`src/rtl/wvc_pkg.sv`:
```
package wvc_pkg;
  // kind code: bit 1 = opens a packet, bit 0 = closes a packet
  typedef enum logic [1:0] {
    FK_BODY = 2'b00,
    FK_TAIL = 2'b01,
    FK_HEAD = 2'b10,
    FK_SOLO = 2'b11
  } flit_kind_e;

  typedef enum logic [1:0] {
    VC_IDLE   = 2'd0,
    VC_WAIT   = 2'd1,
    VC_ACTIVE = 2'd2
  } vc_state_e;

  function automatic logic kind_opens(input logic [1:0] k);
    return k[1];
  endfunction

  function automatic logic kind_closes(input logic [1:0] k);
    return k[0];
  endfunction
endpackage

```
`src/rtl/wvc_route.sv`:
```
module wvc_route #(
  parameter int DEST_W    = 4,
  parameter int NUM_PORTS = 4,
  localparam int PORT_W   = $clog2(NUM_PORTS)
) (
  input  logic [DEST_W-1:0] dest,
  output logic [PORT_W-1:0] port
);
  logic [DEST_W-1:0] folded;

  always_comb begin
    folded = dest % DEST_W'(NUM_PORTS);
    port   = folded[PORT_W-1:0];
  end
endmodule

```
`src/rtl/wvc_fifo.sv`:
```
module wvc_fifo #(
  parameter int W     = 16,
  parameter int DEPTH = 2,
  localparam int PTR_W = (DEPTH > 1) ? $clog2(DEPTH) : 1,
  localparam int CNT_W = $clog2(DEPTH + 1)
) (
  input  logic             clk,
  input  logic             rst_n,
  input  logic             push,
  input  logic             pop,
  input  logic [W-1:0]     wdata,
  output logic [W-1:0]     rdata,
  output logic             full,
  output logic             empty,
  output logic [CNT_W-1:0] count
);
  logic [W-1:0]     mem [DEPTH];
  logic [PTR_W-1:0] wr_q, rd_q, wr_d, rd_d;
  logic [CNT_W-1:0] cnt_d;

  always_comb begin
    wr_d  = wr_q;
    rd_d  = rd_q;
    cnt_d = count;
    if (push) wr_d = (wr_q == PTR_W'(DEPTH - 1)) ? '0 : wr_q + 1'b1;
    if (pop)  rd_d = (rd_q == PTR_W'(DEPTH - 1)) ? '0 : rd_q + 1'b1;
    if (push && !pop)      cnt_d = count + 1'b1;
    else if (pop && !push) cnt_d = count - 1'b1;
  end

  always_ff @(posedge clk or negedge rst_n) begin
    if (!rst_n) begin
      wr_q  <= '0;
      rd_q  <= '0;
      count <= '0;
    end else begin
      wr_q  <= wr_d;
      rd_q  <= rd_d;
      count <= cnt_d;
    end
  end

  always_ff @(posedge clk) begin
    if (push) mem[wr_q] <= wdata;
  end

  assign rdata = mem[rd_q];
  assign full  = (count == CNT_W'(DEPTH));
  assign empty = (count == '0);
endmodule

```
`src/rtl/wvc_fsm.sv`:
```
module wvc_fsm
  import wvc_pkg::*;
(
  input  logic      clk,
  input  logic      rst_n,
  input  logic      acc,
  input  logic [1:0] kind,
  input  logic      grant,
  input  logic      pop_last,
  input  logic      full,
  output vc_state_e state,
  output logic      push,
  output logic      bad,
  output logic      open_head,
  output logic      take_grant,
  output logic      ready
);
  vc_state_e state_d;
  logic      closed_q, closed_d;

  always_comb begin
    open_head  = (state == VC_IDLE) && acc && kind_opens(kind);
    bad        = acc && ((state == VC_IDLE) != kind_opens(kind));
    push       = acc && !bad;
    take_grant = (state == VC_WAIT) && grant;
    ready      = (state == VC_IDLE) || (!closed_q && !full);

    state_d = state;
    unique case (state)
      VC_IDLE:   if (open_head)  state_d = VC_WAIT;
      VC_WAIT:   if (take_grant) state_d = VC_ACTIVE;
      VC_ACTIVE: if (pop_last)   state_d = VC_IDLE;
      default:                   state_d = VC_IDLE;
    endcase

    closed_d = closed_q;
    if (pop_last)                       closed_d = 1'b0;
    else if (push && kind_closes(kind)) closed_d = 1'b1;
  end

  always_ff @(posedge clk or negedge rst_n) begin
    if (!rst_n) begin
      state    <= VC_IDLE;
      closed_q <= 1'b0;
    end else begin
      state    <= state_d;
      closed_q <= closed_d;
    end
  end
endmodule

```
`src/rtl/wvc_input.sv`:
```
module wvc_input
  import wvc_pkg::*;
#(
  parameter int FLIT_W    = 16,
  parameter int DEPTH     = 2,
  parameter int DEST_W    = 4,
  parameter int NUM_PORTS = 4,
  localparam int PORT_W   = $clog2(NUM_PORTS),
  localparam int CNT_W    = $clog2(DEPTH + 1)
) (
  input  logic              clk,
  input  logic              rst_n,
  input  logic              in_valid,
  output logic              in_ready,
  input  logic [FLIT_W-1:0] in_flit,
  output logic              req_valid,
  output logic [PORT_W-1:0] req_port,
  input  logic              grant,
  output logic              out_valid,
  input  logic              out_ready,
  output logic [FLIT_W-1:0] out_flit,
  output logic [PORT_W-1:0] out_port,
  output logic              err
);
  vc_state_e         state;
  logic              acc, push, pop, pop_last, bad, open_head, take_grant;
  logic              full, empty;
  logic [CNT_W-1:0]  fifo_cnt;
  logic [PORT_W-1:0] route_port;
  logic [1:0]        in_kind;

  assign in_kind  = in_flit[FLIT_W-1 -: 2];
  assign acc      = in_valid && in_ready;
  assign pop      = out_valid && out_ready;
  assign pop_last = pop && kind_closes(out_flit[FLIT_W-1 -: 2]);

  wvc_route #(.DEST_W(DEST_W), .NUM_PORTS(NUM_PORTS)) u_route (
    .dest (in_flit[DEST_W-1:0]),
    .port (route_port)
  );

  wvc_fsm u_fsm (
    .clk        (clk),
    .rst_n      (rst_n),
    .acc        (acc),
    .kind       (in_kind),
    .grant      (grant),
    .pop_last   (pop_last),
    .full       (full),
    .state      (state),
    .push       (push),
    .bad        (bad),
    .open_head  (open_head),
    .take_grant (take_grant),
    .ready      (in_ready)
  );

  wvc_fifo #(.W(FLIT_W), .DEPTH(DEPTH)) u_fifo (
    .clk   (clk),
    .rst_n (rst_n),
    .push  (push),
    .pop   (pop),
    .wdata (in_flit),
    .rdata (out_flit),
    .full  (full),
    .empty (empty),
    .count (fifo_cnt)
  );

  always_ff @(posedge clk or negedge rst_n) begin
    if (!rst_n) begin
      req_port <= '0;
      out_port <= '0;
      err      <= 1'b0;
    end else begin
      if (open_head)  req_port <= route_port;
      if (take_grant) out_port <= req_port;
      err <= bad;
    end
  end

  assign req_valid = (state == VC_WAIT);
  assign out_valid = (state == VC_ACTIVE) && !empty;
endmodule

```
`config.mk`:
```
export PLATFORM = sky130hd
export DESIGN_NAME = wvc_input
export DESIGN_NICKNAME = d
export VERILOG_FILES = /design/src/rtl/wvc_pkg.sv /design/src/rtl/wvc_route.sv /design/src/rtl/wvc_fifo.sv /design/src/rtl/wvc_fsm.sv /design/src/rtl/wvc_input.sv
export SDC_FILE = /design/constraint.sdc
export NUM_CORES = 1
export LEC_CHECK = 0
export ABC_CLOCK_PERIOD_IN_PS = 2800
export CAP_MARGIN = 20
export CORE_ASPECT_RATIO = 0.6
export CORE_MARGIN = 1.5
export CORE_UTILIZATION = 50
export CTS_BUF_LIST = sky130_fd_sc_hd__clkbuf_4 sky130_fd_sc_hd__clkbuf_8
export DETAILED_ROUTE_END_ITERATION = 7
export GPL_TIMING_DRIVEN = 0
export PLACE_DENSITY = 0.82
export SLEW_MARGIN = 10
export SYNTH_ARGS = -nofsm -noshare
export SYNTH_HDL_FRONTEND = slang
export SYNTH_HIERARCHICAL = 1
export SYNTH_SLANG_ARGS = --single-unit
```
`constraint.sdc`:
```
create_clock -name clk -period 2.8 [get_ports clk]
set_input_delay 0.56 -clock clk [delete_from_list [all_inputs] [get_ports clk]]
set_output_delay 0.56 -clock clk [all_outputs]
set_load 0.03 [all_outputs]
```
==> results.toml, run 1 <==
[die]
io_pins = 45
die_area_sq_um = 3990
rows = 16
die_w_um = 80.6
die_y_um = 49.5
start_util_pct = 54.0
core_sq_um = 3340

[place]
dpl_cell_area_sq_um = 2300
gp_congestion = 0.839
dpl.hpwl_um = 2220
preCtsSetupSlack_ns = 0.169
io_buffer_count = 44
dp_cells = 190

[clocking]
cts_root_buffer = "clkbuf_8"
cts_max_level = 2
clk_pin_slew_ns = 0.07
cts_setup_buffers = 0
cts_sinks = 44
post_cts_resized = 0
clock_latency_ns = 0.29
cts_buffer_depth = 2
numCtsBuffers = 5
cts.hold.buffers_added = 0
tritoncts = "done"

[timing]
slew_headroom_pct = 45.0
timing.hold.ws_ns = 0.497
slew_viol_final = 0
setup_viol = 0
fmax_mhz = 413
setup_slack_ns = 0.379
worstMarginPinSlew_ns = 0.821
tns_ns = 0
finalHoldViolCount = 0
period_share_pct = 86.4
min_period_ns = 2.42
rsz0062_at_grt = "no"
clock_skew_ns = 0.00589

[routing]
firstDrtPassIters = 4
drt_iter0_drc = 64
wire_per_inst_um = 15.7
ant_nets = 0
drc_errors = 0
drt_wl_total_um = 3110
via_count = 1011
viasPerCell = 5.11

[synth]
ys_seq_area_share_pct = 69.9
syn_avg_cell_area_sq_um = 17.9
synth_area_sq_um = 1800
yosysWarnings = 6
synth_top_area_cell = "edfxtp_1"
synth_nets = 123
synth-edff-count = 32
synthCells = 101
synth-seq-cells = 44
synth-async-reset-ratio_pct = 27.3
yosys-top-cells-area = "edfxtp_1, dfrtp_1, mux2_4, mux2_2, xor2_1"
ys_types = 29
synth_top_area_share_pct = 53.3
synth_flop_cell = "edfxtp_1"

[worst_setup_path]
end_kind = "output port"
critical_path.max_fanout = 10
cp.required_ns = 2.24
arrival_ns = 1.86
r2r-start = "u_fifo/count[1]$_DFFE_PN0P_"
crit_path_start_kind = "flip-flop"
reg2reg_depth = 5
worst-setup-path-type = "reg -> out"
reg2reg_slack_ns = 0.50
r2r-end = "u_fifo/mem[0][7]$_DFFE_PP_"

[global_routing]
grt_max_degree = 17
grt_pass1_vias = 1118
grt_overflow = 0
antenna_found_initial = 0
grt_pass1_wl_um = 5210
track_usage_pct = 18.4

[worst_hold_path]
whs_path_depth = 1
hold_class = "reg -> reg"
whs_endpoint = "u_fifo/count[1]$_DFFE_PN0P_"
hold_path_startpoint = "u_fifo/count[1]$_DFFE_PN0P_"

[pwr]
leakage_nw = 0.907
p_comb_share_pct = 45.4
internal_power_mw = 1.73
pwr-share-seq_pct = 37.4
switching_share_pct = 34.5
powerDensity_nw_per_um2 = 1100
p_total_mw = 2.65
peakVddDrop_v = 0.000582
clockPowerShare_pct = 17.2
p_switching_mw = 0.912

[finish]
fill_cells = 202
area_growth_syn_to_layout_pct = 33.6
final_cell_mix = "clkdlybuf4s50_1, edfxtp_1, dfrtp_1"
final_common_cell = "clkdlybuf4s50_1"
seq_area_sq_um = 1260
antenna_cells = 0
multiInputGateArea_sq_um = 495
drive_gt1_share_pct = 22.9
nets = 174
finalNonFillerCells = 198
fin_util_pct = 72.1
fin_area_sq_um = 2410

[run]
cap_violations = 0

[outcome]
status = "finished, final reports clean"
==> cell usage after synthesis (2+ instances only) <==
master / instances
edfxtp_1: 32
mux2_4: 9
nor2_1: 2
and2_1: 3
mux2_2: 11
nor2b_1: 5
xor2_1: 4
buf_4: 2
dfrtp_1: 12
nor3b_1: 2
==> worst max-delay path by stage <==
stage / start / cells past startpoint / endpoint
2_1_floorplan: u_fifo/count[1]$_DFFE_PN0P_ / 5 / u_fifo/mem[0][0]$_DFFE_PP_
3_3_place_gp: in_flit[15] / 4 / u_fifo/mem[0][10]$_DFFE_PP_
3_5_place_dp: in_flit[15] / 4 / u_fifo/mem[0][12]$_DFFE_PP_
4_1_cts: u_fifo/rd_q$_DFFE_PN0P_ / 4 / out_flit[1]
5_1_grt: in_flit[15] / 4 / u_fifo/mem[0][13]$_DFFE_PP_
6_report: u_fifo/rd_q$_DFFE_PN0P_ / 4 / out_flit[14]
==> power by group through the flow <==
stage | Sequential [mW] | Combinational, mW | Clock [mW]
after floorplan | 1.04 | 0.738 | 0
after global placement | 0.989 | 1.18 | 0
after detailed placement | 1.00 | 1.20 | 0
after CTS | 0.991 | 1.21 | 0.466
after global routing | 1.01 | 1.27 | 0.497
final | 0.991 | 1.20 | 0.455
==> per-layer routing <==
| layer | GRT usage (%) | wire (um) | vias up |
|---|---|---|---|
| met5 | 0 | 0 | - |
| li1 | - | - | 474 |
| met1 | 22.8 | 1390 | 492 |
| met3 | 6.48 | 213 | 4 |
| met2 | 29.4 | 1460 | 41 |
| met4 | 8.05 | 43 | 0 |
==> cell families after synthesis <==
family / Yosys count / share of synthesized area (%)
adder cells (fa/ha/maj): 1 / 0.693
multiplexers: 20 / 14.4
AO/OA/AOI/OAI: 5 / 1.87
buffers and inverters: 5 / 2.77
XOR/XNOR: 5 / 2.43
AND/OR/NAND/NOR: 21 / 7.98
flip-flops: 44 / 69.9
==> area by class of cell <==
cell class	instances	share of cell area, %
sequential	44	52.3
tap	45	2.34
buffer	4	1.92
timing repair buffer	44	18.3
inverter	1	0.156
multi-input combinational	52	20.6
clock buffer	5	2.86
clock inverter	3	1.56
==> registers in the layout, indices dropped and copies added (netlist names) <==
| signal | flops |
|---|---|
| u_fifo/rd_q | 1 |
| err | 1 |
| u_fifo/count | 2 |
| u_fsm/closed_q | 1 |
| req_port | 2 |
| u_fifo/wr_q | 1 |
| u_fifo/mem | 32 |
| out_port | 2 |
| u_fsm/state | 2 |
==> worst max-delay path, cell delays in order, from the launching register on <==
cell and delay, ns:
dfrtp_1 0.38, buf_6 0.14, buf_12 0.15, mux2_4 0.31, clkdlybuf4s50_1 0.60
Note: power is estimated with default switching activity, not from simulation.
==> inputs of run 2 (changes only) <==
--- a/config.mk
+++ b/config.mk
@@ -6,5 +6,5 @@
 export NUM_CORES = 1
 export LEC_CHECK = 0
-export ABC_CLOCK_PERIOD_IN_PS = 2800
+export ABC_CLOCK_PERIOD_IN_PS = 2700
 export CAP_MARGIN = 20
 export CORE_ASPECT_RATIO = 0.6
==> constraint.sdc (replaced) <==
create_clock -name clk -period 2.7 [get_ports clk]
set_input_delay 0.54 -clock clk [delete_from_list [all_inputs] [get_ports clk]]
set_output_delay 0.54 -clock clk [all_outputs]
set_load 0.05 [all_outputs]
==> run 2 against run 1 <==
Against the previous run:
- total power rose by 18%
- first-iteration DRC count increased by 1.6%
- via count rose by 0.30%
- design area grew 1.5%
- critical path type unchanged
- critical endpoint is now out_valid
- largest power group unchanged
==> results.toml, run 2 (synthesis gave the netlist of run 1 again) <==
[outcome]
status = "finished, final reports clean"

[finish]
finalNonFillerCells = 198
final_common_cell = "clkdlybuf4s50_1"
regMostFlops = "u_fifo/mem"
final_cell_mix = "clkdlybuf4s50_1, edfxtp_1, dfrtp_1"
area_growth_syn_to_layout_pct = 35.6
antenna_cells = 0
nets = 174
fin_util_pct = 73.2
drive_gt1_share_pct = 24.8
fill_cells = 205
largest_reg_flops = 32

[worst_setup_path]
crit_path_start_kind = "flip-flop"
arrival_ns = 2.01
slowest_delay_ns = 0.88
cp_cell_sequence = "nor3b_1 -> clkdlybuf4s50_1"
worst-setup-path-type = "reg -> out"
end_kind = "output port"
cp.required_ns = 2.16
critical_path.max_fanout = 10
cpMaxStageDelayCell = "clkdlybuf4s50_1"

[timing]
setup_slack_ns = 0.152
rsz0062_at_grt = "no"
clock_skew_ns = 0.00683
tns_ns = 0
period_share_pct = 94.4
worstMarginPinSlew_ns = 0.884
setup_viol = 0
fmax_mhz = 393
slew_viol_final = 0
slew_headroom_pct = 40.8
min_period_ns = 2.55
finalHoldViolCount = 0

[die]
io_pins = 45
start_util_pct = 54.0
die_w_um = 80.6
rows = 16
die_y_um = 49.5
die_area_sq_um = 3990
core_sq_um = 3340

[worst_hold_path]
hold_class = "reg -> reg"

[global_routing]
grt_pass1_wl_um = 5200
grt_max_degree = 17
antenna_found_initial = 0
grt_overflow = 0
grt_pass1_vias = 1015
track_usage_pct = 18.6

[routing]
viasPerCell = 5.12
wire_per_inst_um = 16.8
drt_wl_total_um = 3330
drt_iter0_drc = 65
via_count = 1014
firstDrtPassIters = 5
drc_errors = 0
ant_nets = 0

[clocking]
clock_latency_ns = 0.29
cts_setup_buffers = 0
clk_pin_slew_ns = 0.08
cts_sinks = 44
cts_max_level = 2
tritoncts = "done"
cts_buffer_depth = 2
cts.hold.buffers_added = 0
numCtsBuffers = 5
post_cts_resized = 0
cts_root_buffer = "clkbuf_8"

[pwr]
leakage_nw = 0.926
peakVddDrop_v = 0.000821
powerDensity_nw_per_um2 = 1280
p_total_mw = 3.13

[run]
cap_violations = 0

[place]
preCtsSetupSlack_ns = 0.0403
dp_cells = 190
io_buffer_count = 44
gp_congestion = 0.772
dpl.hpwl_um = 2320
==> run 2: cell types whose count changed in the layout (fill, tap and decap cells not counted) <==
cell,delta
clkinv_1,-2
bufinv_16,+1
clkbuf_4,+1
o22ai_2,+1
o22ai_1,-1
==> run 2: metrics by stage <==
stage / hold slack, ns / cell area [sq um]
2_1_floorplan: 0.244 / 1810
3_3_place_gp: 0.469 / 2310
3_5_place_dp: 0.490 / 2310
4_1_cts: 0.510 / 2450
5_1_grt: 0.520 / 2450
6_report: 0.510 / 2450
==> run 2: cell type report <==
type                       instances  area, sq um  share of cell area (%)
tap                               45         56.3                    2.30
multi-input combinational         52          502                    20.5
timing repair buffer              44          440                    18.0
clock buffer                       6         76.3                    3.12
clock inverter                     2         60.1                    2.46
sequential                        44         1260                    51.6
inverter                           1         3.75                   0.153
buffer                             4         46.3                    1.89
==> run 2: worst paths after layout <==
kind | cells past startpoint | to | startpoint | slack, ns
min in group asynchronous | 1 | err$_DFF_PN0_ | rst_n | 0.60
setup reg to reg | 4 | u_fifo/mem[0][4]$_DFFE_PP_ | u_fsm/state[0]$_DFFE_PN0P_ | 0.37
setup / recovery | 2 | out_valid | u_fsm/state[1]$_DFFE_PN0P_ | 0.15
max in group asynchronous | 1 | u_fsm/state[1]$_DFFE_PN0P_ | rst_n | 1.75
hold reg to reg | 1 | u_fifo/count[1]$_DFFE_PN0P_ | u_fifo/count[1]$_DFFE_PN0P_ | 0.51
hold / removal | 1 | u_fifo/count[1]$_DFFE_PN0P_ | u_fifo/count[1]$_DFFE_PN0P_ | 0.51
==> run 2: layer usage <==
layer	GRT usage [%]	vias up	routed length (um)
met2	28.0	41	1590
met5	0	-	0
met3	6.30	4	242
li1	-	471	-
met4	8.91	0	43
met1	24.4	498	1460
==> run 2: where the power goes <==
part | internal (mW) | switching, mW | total, mW
sequential | 0.926 | 0.111 | 1.04
combinational | 0.605 | 0.889 | 1.49
clock | 0.380 | 0.215 | 0.595
==> run 2: worst max-delay path, delay by kind of cell (launching register included) <==
kind | cells | cell delay [ns]
buf+inv | 1 | 0.88
flops | 1 | 0.53
simple gates | 1 | 0.30
==> inputs of run 3 (changes only) <==
- CTS_CLUSTER_SIZE: unset -> 25
==> results of run 3 <==
The final DEF is identical to that of run 2; final timing and power are the same.
